**src/rtl/bdet_pkg.sv**
```systemverilog
package bdet_pkg;

    typedef enum logic {
        MODE_USB = 1'b0,
        MODE_PS2 = 1'b1
    } det_mode_e;

    typedef struct packed {
        logic dp;
        logic dm;
        logic ps2;
    } line_s;

    localparam int LINE_W = $bits(line_s);

    typedef struct packed {
        logic qualified;
        logic rise;
        logic fall;
    } qual_s;

    function automatic logic cond_of(det_mode_e m, line_s l);
        if (m == MODE_USB) begin
            return (!l.dp) && (!l.dm);
        end
        return !l.ps2;
    endfunction

endpackage

```
**src/rtl/bdet_sync.sv**
```systemverilog
module bdet_sync #(
    parameter int          WIDTH     = 3,
    parameter int          STAGES    = 2,
    parameter logic [WIDTH-1:0] RESET_VAL = '1
) (
    input  logic             clk,
    input  logic             rst,
    input  logic [WIDTH-1:0] d,
    output logic [WIDTH-1:0] q
);
    logic [WIDTH-1:0] stg [STAGES];

    for (genvar s = 0; s < STAGES; s++) begin : g_stage
        if (s == 0) begin : g_first
            always_ff @(posedge clk) begin
                if (rst) stg[s] <= RESET_VAL;
                else     stg[s] <= d;
            end
        end else begin : g_next
            always_ff @(posedge clk) begin
                if (rst) stg[s] <= RESET_VAL;
                else     stg[s] <= stg[s-1];
            end
        end
    end

    assign q = stg[STAGES-1];
endmodule

```
**src/rtl/bdet_qual.sv**
```systemverilog
module bdet_qual
    import bdet_pkg::*;
#(
    parameter int QUAL_TICKS = 2
) (
    input  logic  clk,
    input  logic  rst,
    input  logic  tick,
    input  logic  cond,
    input  logic  restart,
    output qual_s st
);
    localparam int CNT_W = $clog2(QUAL_TICKS + 1);
    localparam logic [CNT_W-1:0] CNT_TOP  = CNT_W'(QUAL_TICKS);
    localparam logic [CNT_W-1:0] CNT_LAST = CNT_W'(QUAL_TICKS - 1);

    logic [CNT_W-1:0] cnt;

    always_ff @(posedge clk) begin
        if (rst || restart) begin
            cnt <= '0;
        end else if (tick) begin
            if (!cond)               cnt <= '0;
            else if (cnt != CNT_TOP) cnt <= cnt + 1'b1;
        end
    end

    always_comb begin
        st.qualified = (cnt == CNT_TOP);
        st.rise      = tick && cond && !restart && (cnt == CNT_LAST);
        st.fall      = tick && !cond && !restart && (cnt == CNT_TOP);
    end

    // count never passes its saturation value
    p_cnt_bound_r5: assert property (@(posedge clk) disable iff (rst)
        cnt <= CNT_TOP);

    // only ticks move the count
    p_tick_only_r5: assert property (@(posedge clk) disable iff (rst)
        (!tick && !restart) |=> $stable(cnt));

    // a tick seeing the condition absent restarts qualification
    p_absent_clears_r5: assert property (@(posedge clk) disable iff (rst)
        (tick && !cond) |=> (cnt == '0));

    // restart leaves the condition unqualified
    p_restart_r9: assert property (@(posedge clk) disable iff (rst)
        restart |=> !st.qualified);
endmodule

```
**src/rtl/bdet_event.sv**
```systemverilog
module bdet_event
    import bdet_pkg::*;
(
    input  logic      clk,
    input  logic      rst,
    input  det_mode_e mode,
    input  qual_s     st,
    input  logic      cond,
    output logic      ev,
    output logic      addr_clr
);
    always_comb begin
        unique case (mode)
            MODE_USB: ev = st.fall;
            MODE_PS2: ev = st.rise;
            default:  ev = 1'b0;
        endcase
        addr_clr = st.qualified;
    end

    // USB events only come when the line pair has left SE0
    p_usb_release_r3: assert property (@(posedge clk) disable iff (rst)
        (ev && mode == MODE_USB) |-> !cond);

    // a PS/2 event leaves the condition qualified
    p_ps2_qualify_r4: assert property (@(posedge clk) disable iff (rst)
        (ev && mode == MODE_PS2) |=> addr_clr);

    // no PS/2 event while already qualified
    p_ps2_once_r4: assert property (@(posedge clk) disable iff (rst)
        (mode == MODE_PS2 && addr_clr) |-> !ev);
endmodule

```
**src/rtl/busrst_ps2_det.sv**
```systemverilog
module busrst_ps2_det
    import bdet_pkg::*;
#(
    parameter int QUAL_TICKS  = 2,
    parameter int SYNC_STAGES = 2
) (
    input  logic clk,
    input  logic rst,
    input  logic tick,
    input  logic mode_sel,
    input  logic usb_dp,
    input  logic usb_dm,
    input  logic ps2_data,
    input  logic irq_en,
    input  logic pend_clr,
    output logic irq,
    output logic pending,
    output logic addr_clr
);
    line_s     raw_lines;
    line_s     lines;
    logic [LINE_W-1:0] sync_q;
    det_mode_e mode;
    det_mode_e mode_q;
    logic      mode_chg;
    logic      cond;
    qual_s     qst;
    logic      ev;
    logic      pend_q;

    assign raw_lines = '{dp: usb_dp, dm: usb_dm, ps2: ps2_data};

    bdet_sync #(
        .WIDTH     (LINE_W),
        .STAGES    (SYNC_STAGES),
        .RESET_VAL ({LINE_W{1'b1}})
    ) u_sync (
        .clk (clk),
        .rst (rst),
        .d   (raw_lines),
        .q   (sync_q)
    );

    assign lines = line_s'(sync_q);
    assign mode  = det_mode_e'(mode_sel);

    always_ff @(posedge clk) begin
        if (rst) mode_q <= MODE_USB;
        else     mode_q <= mode;
    end

    assign mode_chg = (mode != mode_q);
    assign cond     = cond_of(mode, lines);

    bdet_qual #(
        .QUAL_TICKS (QUAL_TICKS)
    ) u_qual (
        .clk     (clk),
        .rst     (rst),
        .tick    (tick),
        .cond    (cond),
        .restart (mode_chg),
        .st      (qst)
    );

    bdet_event u_event (
        .clk      (clk),
        .rst      (rst),
        .mode     (mode),
        .st       (qst),
        .cond     (cond),
        .ev       (ev),
        .addr_clr (addr_clr)
    );

    always_ff @(posedge clk) begin
        if (rst)           pend_q <= 1'b0;
        else if (ev)       pend_q <= 1'b1;
        else if (pend_clr) pend_q <= 1'b0;
    end

    assign pending = pend_q;
    assign irq     = pend_q && irq_en;

    // an event wins over a same-cycle clear
    p_set_wins_r8: assert property (@(posedge clk) disable iff (rst)
        ev |=> pending);

    // pending is sticky without a clear
    p_sticky_r8: assert property (@(posedge clk) disable iff (rst)
        (pending && !pend_clr) |=> pending);

    // a mode change never raises an event
    p_mode_quiet_r9: assert property (@(posedge clk) disable iff (rst)
        mode_chg |-> !ev);

    // outputs idle in the cycle after reset
    p_reset_idle_r10: assert property (@(posedge clk)
        rst |=> (!pending && !addr_clr));
endmodule

```
**config.mk**
```make
export PLATFORM = sky130hd
export DESIGN_NAME = busrst_ps2_det
export DESIGN_NICKNAME = d
export VERILOG_FILES = /design/src/rtl/bdet_pkg.sv /design/src/rtl/bdet_sync.sv /design/src/rtl/bdet_qual.sv /design/src/rtl/bdet_event.sv /design/src/rtl/busrst_ps2_det.sv
export SDC_FILE = /design/constraint.sdc
export NUM_CORES = 1
export LEC_CHECK = 0
export ABC_AREA = 1
export CAP_MARGIN = 5
export CORE_AREA = 2 2 39 41
export CTS_BUF_LIST = sky130_fd_sc_hd__clkbuf_16
export CTS_CLUSTER_SIZE = 12
export DETAILED_ROUTE_END_ITERATION = 10
export DIE_AREA = 0 0 41 43
export PLACE_DENSITY_LB_ADDON = 0.08
export SETUP_SLACK_MARGIN = 0.3
export SLEW_MARGIN = 20
export SYNTH_ARGS = -nofsm -noshare
export SYNTH_HDL_FRONTEND = slang
export SYNTH_HIERARCHICAL = 1
export SYNTH_SLANG_ARGS = --single-unit
```
**constraint.sdc**
```tcl
create_clock -name clk -period 1.4 [get_ports clk]
set_clock_uncertainty 0.05 [all_clocks]
set_input_delay 0.35 -clock clk [delete_from_list [all_inputs] [get_ports clk]]
set_output_delay 0.35 -clock clk [all_outputs]
set_load 0.01 [all_outputs]
```
==> results.toml, run 1 <==
[run_status]
outcome = "finished clean"

[grt]
antenna_found_initial = 0
grt_overflow = 0
grt_max_degree = 7
grt_pass1_vias = 357
grt_pass1_wl_mm = 1.28
groute.usage.overall = 0.116

[floorplanning]
die_y_um = 43
initial_utilization = 0.315
core_area_um2 = 1380
placement_rows = 14
die-area_um2 = 1760
die_w_um = 41
num_io_pins = 12

[worst_setup_path]
crit_type = "reg2out"
crit_fanout = 2
startpoint_type = "flop"
cp.required_ps = 1000
cp.arrival_ps = 860
r2r_slack_ps = 230
reg2reg_to = "pending"
r2r-start = "u_qual/cnt[0]"
ff2ff_path_depth = 9
critPathCaptureType = "primary output"

[power_and_ir_drop]
powerDensity_nw_per_um2 = 1170
ir_drop_v = 0.00101
power_leakage_nw = 0.358
p_total_mw = 0.840

[clocking]
cts_hold_buf = 0
cts-root-buf = "clkbuf_16"
cts_tree = "done"
clkSinkCount = 10
clk_latency_ps = 230
tritoncts.num_buffers = 3
post_cts_buffers = 0
clk_pin_slew_worst_paths_ps = 40
cts_max_path_buffers = 2
h-tree-depth = 1

[synthesis]
ys_types = 15
synth_mux_area_frac = 0
ys_ff_latch = 10
synth-simple-area-share = 0.264
synth_cells = 61
synth_compound_area_frac = 0.0431
postSynthAreaPerCell_um2 = 7.14
synth_warnings = 6
syn-cell-area_um2 = 435
yosys.area_share.xor_xnor = 0.0201
synthAdderAreaFrac = 0.0575
synth_top_family_by_area = "simple AND/OR/NAND/NOR gates"
ys_seq_area_frac = 0.460
synth_nets = 72

[timing]
fmax_mhz = 795
grt_setup_unrepaired = "true"
finalSetupViolations = 0
final_max_slew_viol_count = 0
hold_violations = 0
setup_ws_ps = 142
layout_min_cycle_time_ps = 1260
worst_pin_slew_ps = 311
finalCritPeriodShare = 0.899
slew_headroom = 0.792

[routing]
antenna_left = 0
dr_total_vias = 388
drc_errors = 0
routed_wirelength_um = 749
drt-vias-per-instance = 4.04
first_iter_violations = 6
routedWlPerCell_um = 7.80
drtPass1Iterations = 4

[place]
gp_congestion = 0.684
io_buffers = 11
hpwl_um = 597
post-place-ws_ps = -494
placed_area_um2 = 624

[finish]
stdcell_area_um2 = 716
drive_gt1_frac = 0.325
diodes = 0
num-nets-final = 93
multiInputGateArea_um2 = 200
ff_latch_area_um2 = 204
nFillCells = 148
postLayoutCoreUtil = 0.517
syn2layout_area_growth_pct = 64.4

[min_path]
hold_path_end = "mode_q"
min_path_type = "in2reg"
min_path_cells = 3
hold_start = "mode_sel"

[run]
cap_viol_max_count = 0
-- cells by family after synthesis --
kind of cell | count (synthesis)
xor+xnor | 1
flops | 10
buf+inv | 17
fa+ha+maj | 2
compound gates | 3
simple gates | 28
-- cells in the mapped netlist (all sizes together) --
cell type / count / area [µm²]
a21oi: 2 / 13.8
buf: 1 / 7.51
dfxtp: 10 / 200
ha: 2 / 25.0
inv: 16 / 60.1
nand2: 19 / 71.3
nor2: 6 / 25.0
nor3: 1 / 5.00
nor3b: 1 / 7.51
o21ai: 1 / 5.00
or2: 1 / 6.26
xor2: 1 / 8.76
-- layout by cell type, fill, tap and decap left out --
cell type,Yosys,layout
nor2_4,0,1
inv_2,1,2
or2_1,1,1
clkbuf_16,0,3
dfxtp_1,10,7
dlygate4sd2_1,0,1
buf_6,0,2
nor3b_2,0,1
ha_1,2,1
nand2_1,19,17
dfxtp_2,0,3
nor3_2,0,1
inv_1,15,13
nor2_1,5,5
ha_4,0,1
buf_2,0,1
clkdlybuf4s50_1,0,5
clkdlybuf4s15_1,0,1
xor2_1,1,1
nand2_2,0,2
a21oi_2,1,1
buf_4,1,7
a21oi_1,1,1
inv_8,0,1
o21ai_0,1,1
-- per-layer routing --
metal | vias to the layer above | share of wire | track usage
li1 | 212 | - | -
met1 | 162 | 0.43 | 0.121
met2 | 14 | 0.49 | 0.169
met3 | 0 | 0.084 | 0.0785
met4 | 0 | 0 | 0.0600
met5 | - | 0 | 0
-- registers in the layout (all words and copies together), names as in the netlist --
name and count:
u_qual/cnt 2, mode_q 1, u_sync/stg 6, pending 1
-- critical path: stages, from the launching register on --
cell     delay [ps]
dfxtp_2         320
inv_2            50
ha_4            150
buf_6           110
-- power breakdown --
part | internal (mW) | switching, mW | total [mW]
clock network | 0.369 | 0.116 | 0.484
registers | 0.296 | 0.00269 | 0.299
logic | 0.0309 | 0.0263 | 0.0573
total | 0.696 | 0.145 | 0.840
-- worst max path at each step --
stage / startpoint / depth (start not counted) / endpoint
after CTS: u_qual/cnt[0] / 3 / addr_clr
after global routing: u_qual/cnt[0] / 9 / pending
after detailed placement: mode_sel / 9 / u_qual/cnt[1]
final: u_qual/cnt[0] / 3 / addr_clr
after floorplan: mode_sel / 9 / pending
after global placement: mode_sel / 9 / u_qual/cnt[1]
-- timing repair --
| action | CTS | global route |
|---|---|---|
| endpoints found under the setup margin | 6 | 6 |
| pin swaps | 2 | 1 |
| gates resized for setup | 25 | 3 |
-- layout make-up --
class | count | area share
repair buffers | 17 | 0.208
well taps | 16 | 0.0280
inverters | 16 | 0.0944
flip-flops and latches | 10 | 0.285
multi-input cells | 34 | 0.280
clock buffers | 3 | 0.105
-- metrics by stage --
stage	TNS, ps	hold WS [ps]	instances
3_5_place_dp	-1930	343	93
6_report	0	314	96
5_1_grt	0	321	96
3_3_place_gp	-1880	336	93
4_1_cts	0	315	96
2_1_floorplan	0	330	61
No activity file was read; power rests on OpenSTA's default activity.
==> run 2, diff against run 1 <==
- CAP_MARGIN: 5 -> default
- SYNTH_HIERARCHICAL: 1 -> default
==> results.toml, run 2 <==
[timing]
slew_headroom = 0.863
setup_ws_ps = 140
finalSetupViolations = 0
worst_pin_slew_ps = 205
hold_violations = 0
finalCritPeriodShare = 0.900
final_max_slew_viol_count = 0
grt_setup_unrepaired = "true"
fmax_mhz = 794
layout_min_cycle_time_ps = 1260

[power_and_ir_drop]
ir_drop_v = 0.000784
power_leakage_nw = 0.322
powerDensity_nw_per_um2 = 1270

[min_path]
hold_start = "u_sync.stg[0][2]"
hold_path_end = "u_sync.stg[1][2]"
min_path_type = "reg2reg"
min_path_cells = 1

[synthesis]
async_reset_ff_frac = 0
synth_top_area_share = 0.476
synth-main-ff-cell = "dfxtp_1"
synth_nets = 63
ys_ff_latch = 10
yosysTopAreaCell = "dfxtp_1"
ys_types = 16
synth_cells = 52
synth_edf_count = 0
netlist_top_cells_count = "nand2_1, dfxtp_1, inv_1"
synth_warnings = 0
syn-cell-area_um2 = 420
synth_area_leaders = "dfxtp_1, nand2_1, or2_2, inv_1, ha_1"
postSynthAreaPerCell_um2 = 8.08
ys_seq_area_frac = 0.476
yosysMostFrequentCell = "nand2_1"

[floorplanning]
core_area_um2 = 1380
die-area_um2 = 1760
initial_utilization = 0.304
placement_rows = 14
die_y_um = 43
die_w_um = 41
num_io_pins = 12

[finish]
num-nets-final = 85
syn2layout_area_growth_pct = 66.1
diodes = 0
postLayoutCoreUtil = 0.505
drive_gt1_frac = 0.411
layout_common_cells = "nand2_1, dfxtp_1, or2_2"
regMostFlops = "u_sync.stg"
biggestRegsByFlops = "u_sync.stg: 6 flops, u_qual.cnt: 2 flops"
largest_reg_flops = 6
nFillCells = 132
layout_commonest_cell = "nand2_1"

[place]
gp_congestion = 0.658
io_buffers = 11
post-place-ws_ps = -421
hpwl_um = 533

[worst_setup_path]
critPathCaptureType = "primary output"
r2r_slack_ps = 200
crit_fanout = 2
cp.arrival_ps = 860
r2r-start = "u_qual.cnt[0]"
reg2reg_to = "u_qual.cnt[1]"
ff2ff_path_depth = 9
cp.required_ps = 1000
startpoint_type = "flop"
crit_type = "reg2out"

[clocking]
tritoncts.num_buffers = 3
cts_tree = "done"
cts_hold_buf = 0
clk_latency_ps = 230
h-tree-depth = 1
cts_max_path_buffers = 2
cts-root-buf = "clkbuf_16"
clk_pin_slew_worst_paths_ps = 40
clkSinkCount = 10

[routing]
routed_wirelength_um = 717
drt-vias-per-instance = 4.09
antenna_left = 0
first_iter_violations = 0
routedWlPerCell_um = 8.06
dr_total_vias = 364
drtPass1Iterations = 1
drc_errors = 0

[grt]
grt_max_degree = 9
antenna_found_initial = 0
grt_overflow = 0
grt_pass1_wl_mm = 1.12
groute.usage.overall = 0.101
grt_pass1_vias = 316

[run]
cap_viol_max_count = 0

[run_status]
outcome = "finished clean"
run 2: worst max-delay path by stage:
stage | end | slack [ps] | cells past startpoint | from
after floorplan | pending | 320 | 6 | u_qual.cnt[0]
after global placement | irq | -410 | 4 | irq_en
after detailed placement | irq | -420 | 4 | irq_en
after CTS | addr_clr | 130 | 3 | u_qual.cnt[0]
after global routing | addr_clr | 90 | 3 | u_qual.cnt[0]
final | addr_clr | 140 | 3 | u_qual.cnt[0]
run 2: worst max-delay path: stages (launching register included):
cell and delay, ps:
dfxtp_2 320, inv_2 50, ha_4 150, buf_6 110
run 2: cells by family (layout without fill, tap and decap cells):
| group | count (synthesis) | count (layout) | synth area share |
|---|---|---|---|
| flip-flops | 10 | 10 | 0.476 |
| XOR/XNOR | 1 | 1 | 0.0208 |
| AND/OR/NAND/NOR | 27 | 27 | 0.310 |
| AO/OA/AOI/OAI | 4 | 4 | 0.0625 |
| buffers and inverters | 8 | 29 | 0.0714 |
| adder cells (fa/ha/maj) | 2 | 2 | 0.0595 |
run 2: cell type report:
cell class	count	area, µm²	share of cell area
Clock inverter	1	3.75	0.00538
Inverter	8	30.0	0.0430
Tap cell	16	20.0	0.0287
Clock buffer	3	75.1	0.108
Sequential cell	10	204	0.292
Timing Repair Buffer	17	154	0.220
Multi-Input combinational cell	34	211	0.303
run 2: repair_timing:
action	CTS	global route
buffers inserted	1	0
endpoints found under the setup margin	12	6
resized for setup	27	3
pin swaps	7	3
hold endpoints to repair	0	0
run 2: power by group:
group / switching, mW / internal [mW] / total [mW]
Combinational: 0.0339 / 0.0510 / 0.0850
Sequential: 0.00666 / 0.300 / 0.306
Clock: 0.119 / 0.373 / 0.492
run 2: stage by stage:
| stage | hold slack [ps] | cells | power (mW) | TNS [ps] | instance area [µm²] |
|---|---|---|---|---|---|
| floorplan | 339 | 52 | 0.344 | 0 | 420 |
| global route | 369 | 89 | 0.932 | 0 | 698 |
| global placement | 342 | 84 | 0.390 | -715 | 588 |
| CTS | 353 | 89 | 0.900 | 0 | 688 |
| finish | 352 | 89 | 0.884 | 0 | 698 |
| detailed placement | 344 | 84 | 0.390 | -696 | 588 |
run 2: routing by layer:
| metal | wire (µm) | GRT usage | part of all wire |
|---|---|---|---|
| met1 | 332 | 0.112 | 0.46 |
| met2 | 336 | 0.141 | 0.47 |
| met3 | 44 | 0.0314 | 0.061 |
| met4 | 4 | 0.100 | 0.0056 |
| met5 | 0 | 0 | 0 |
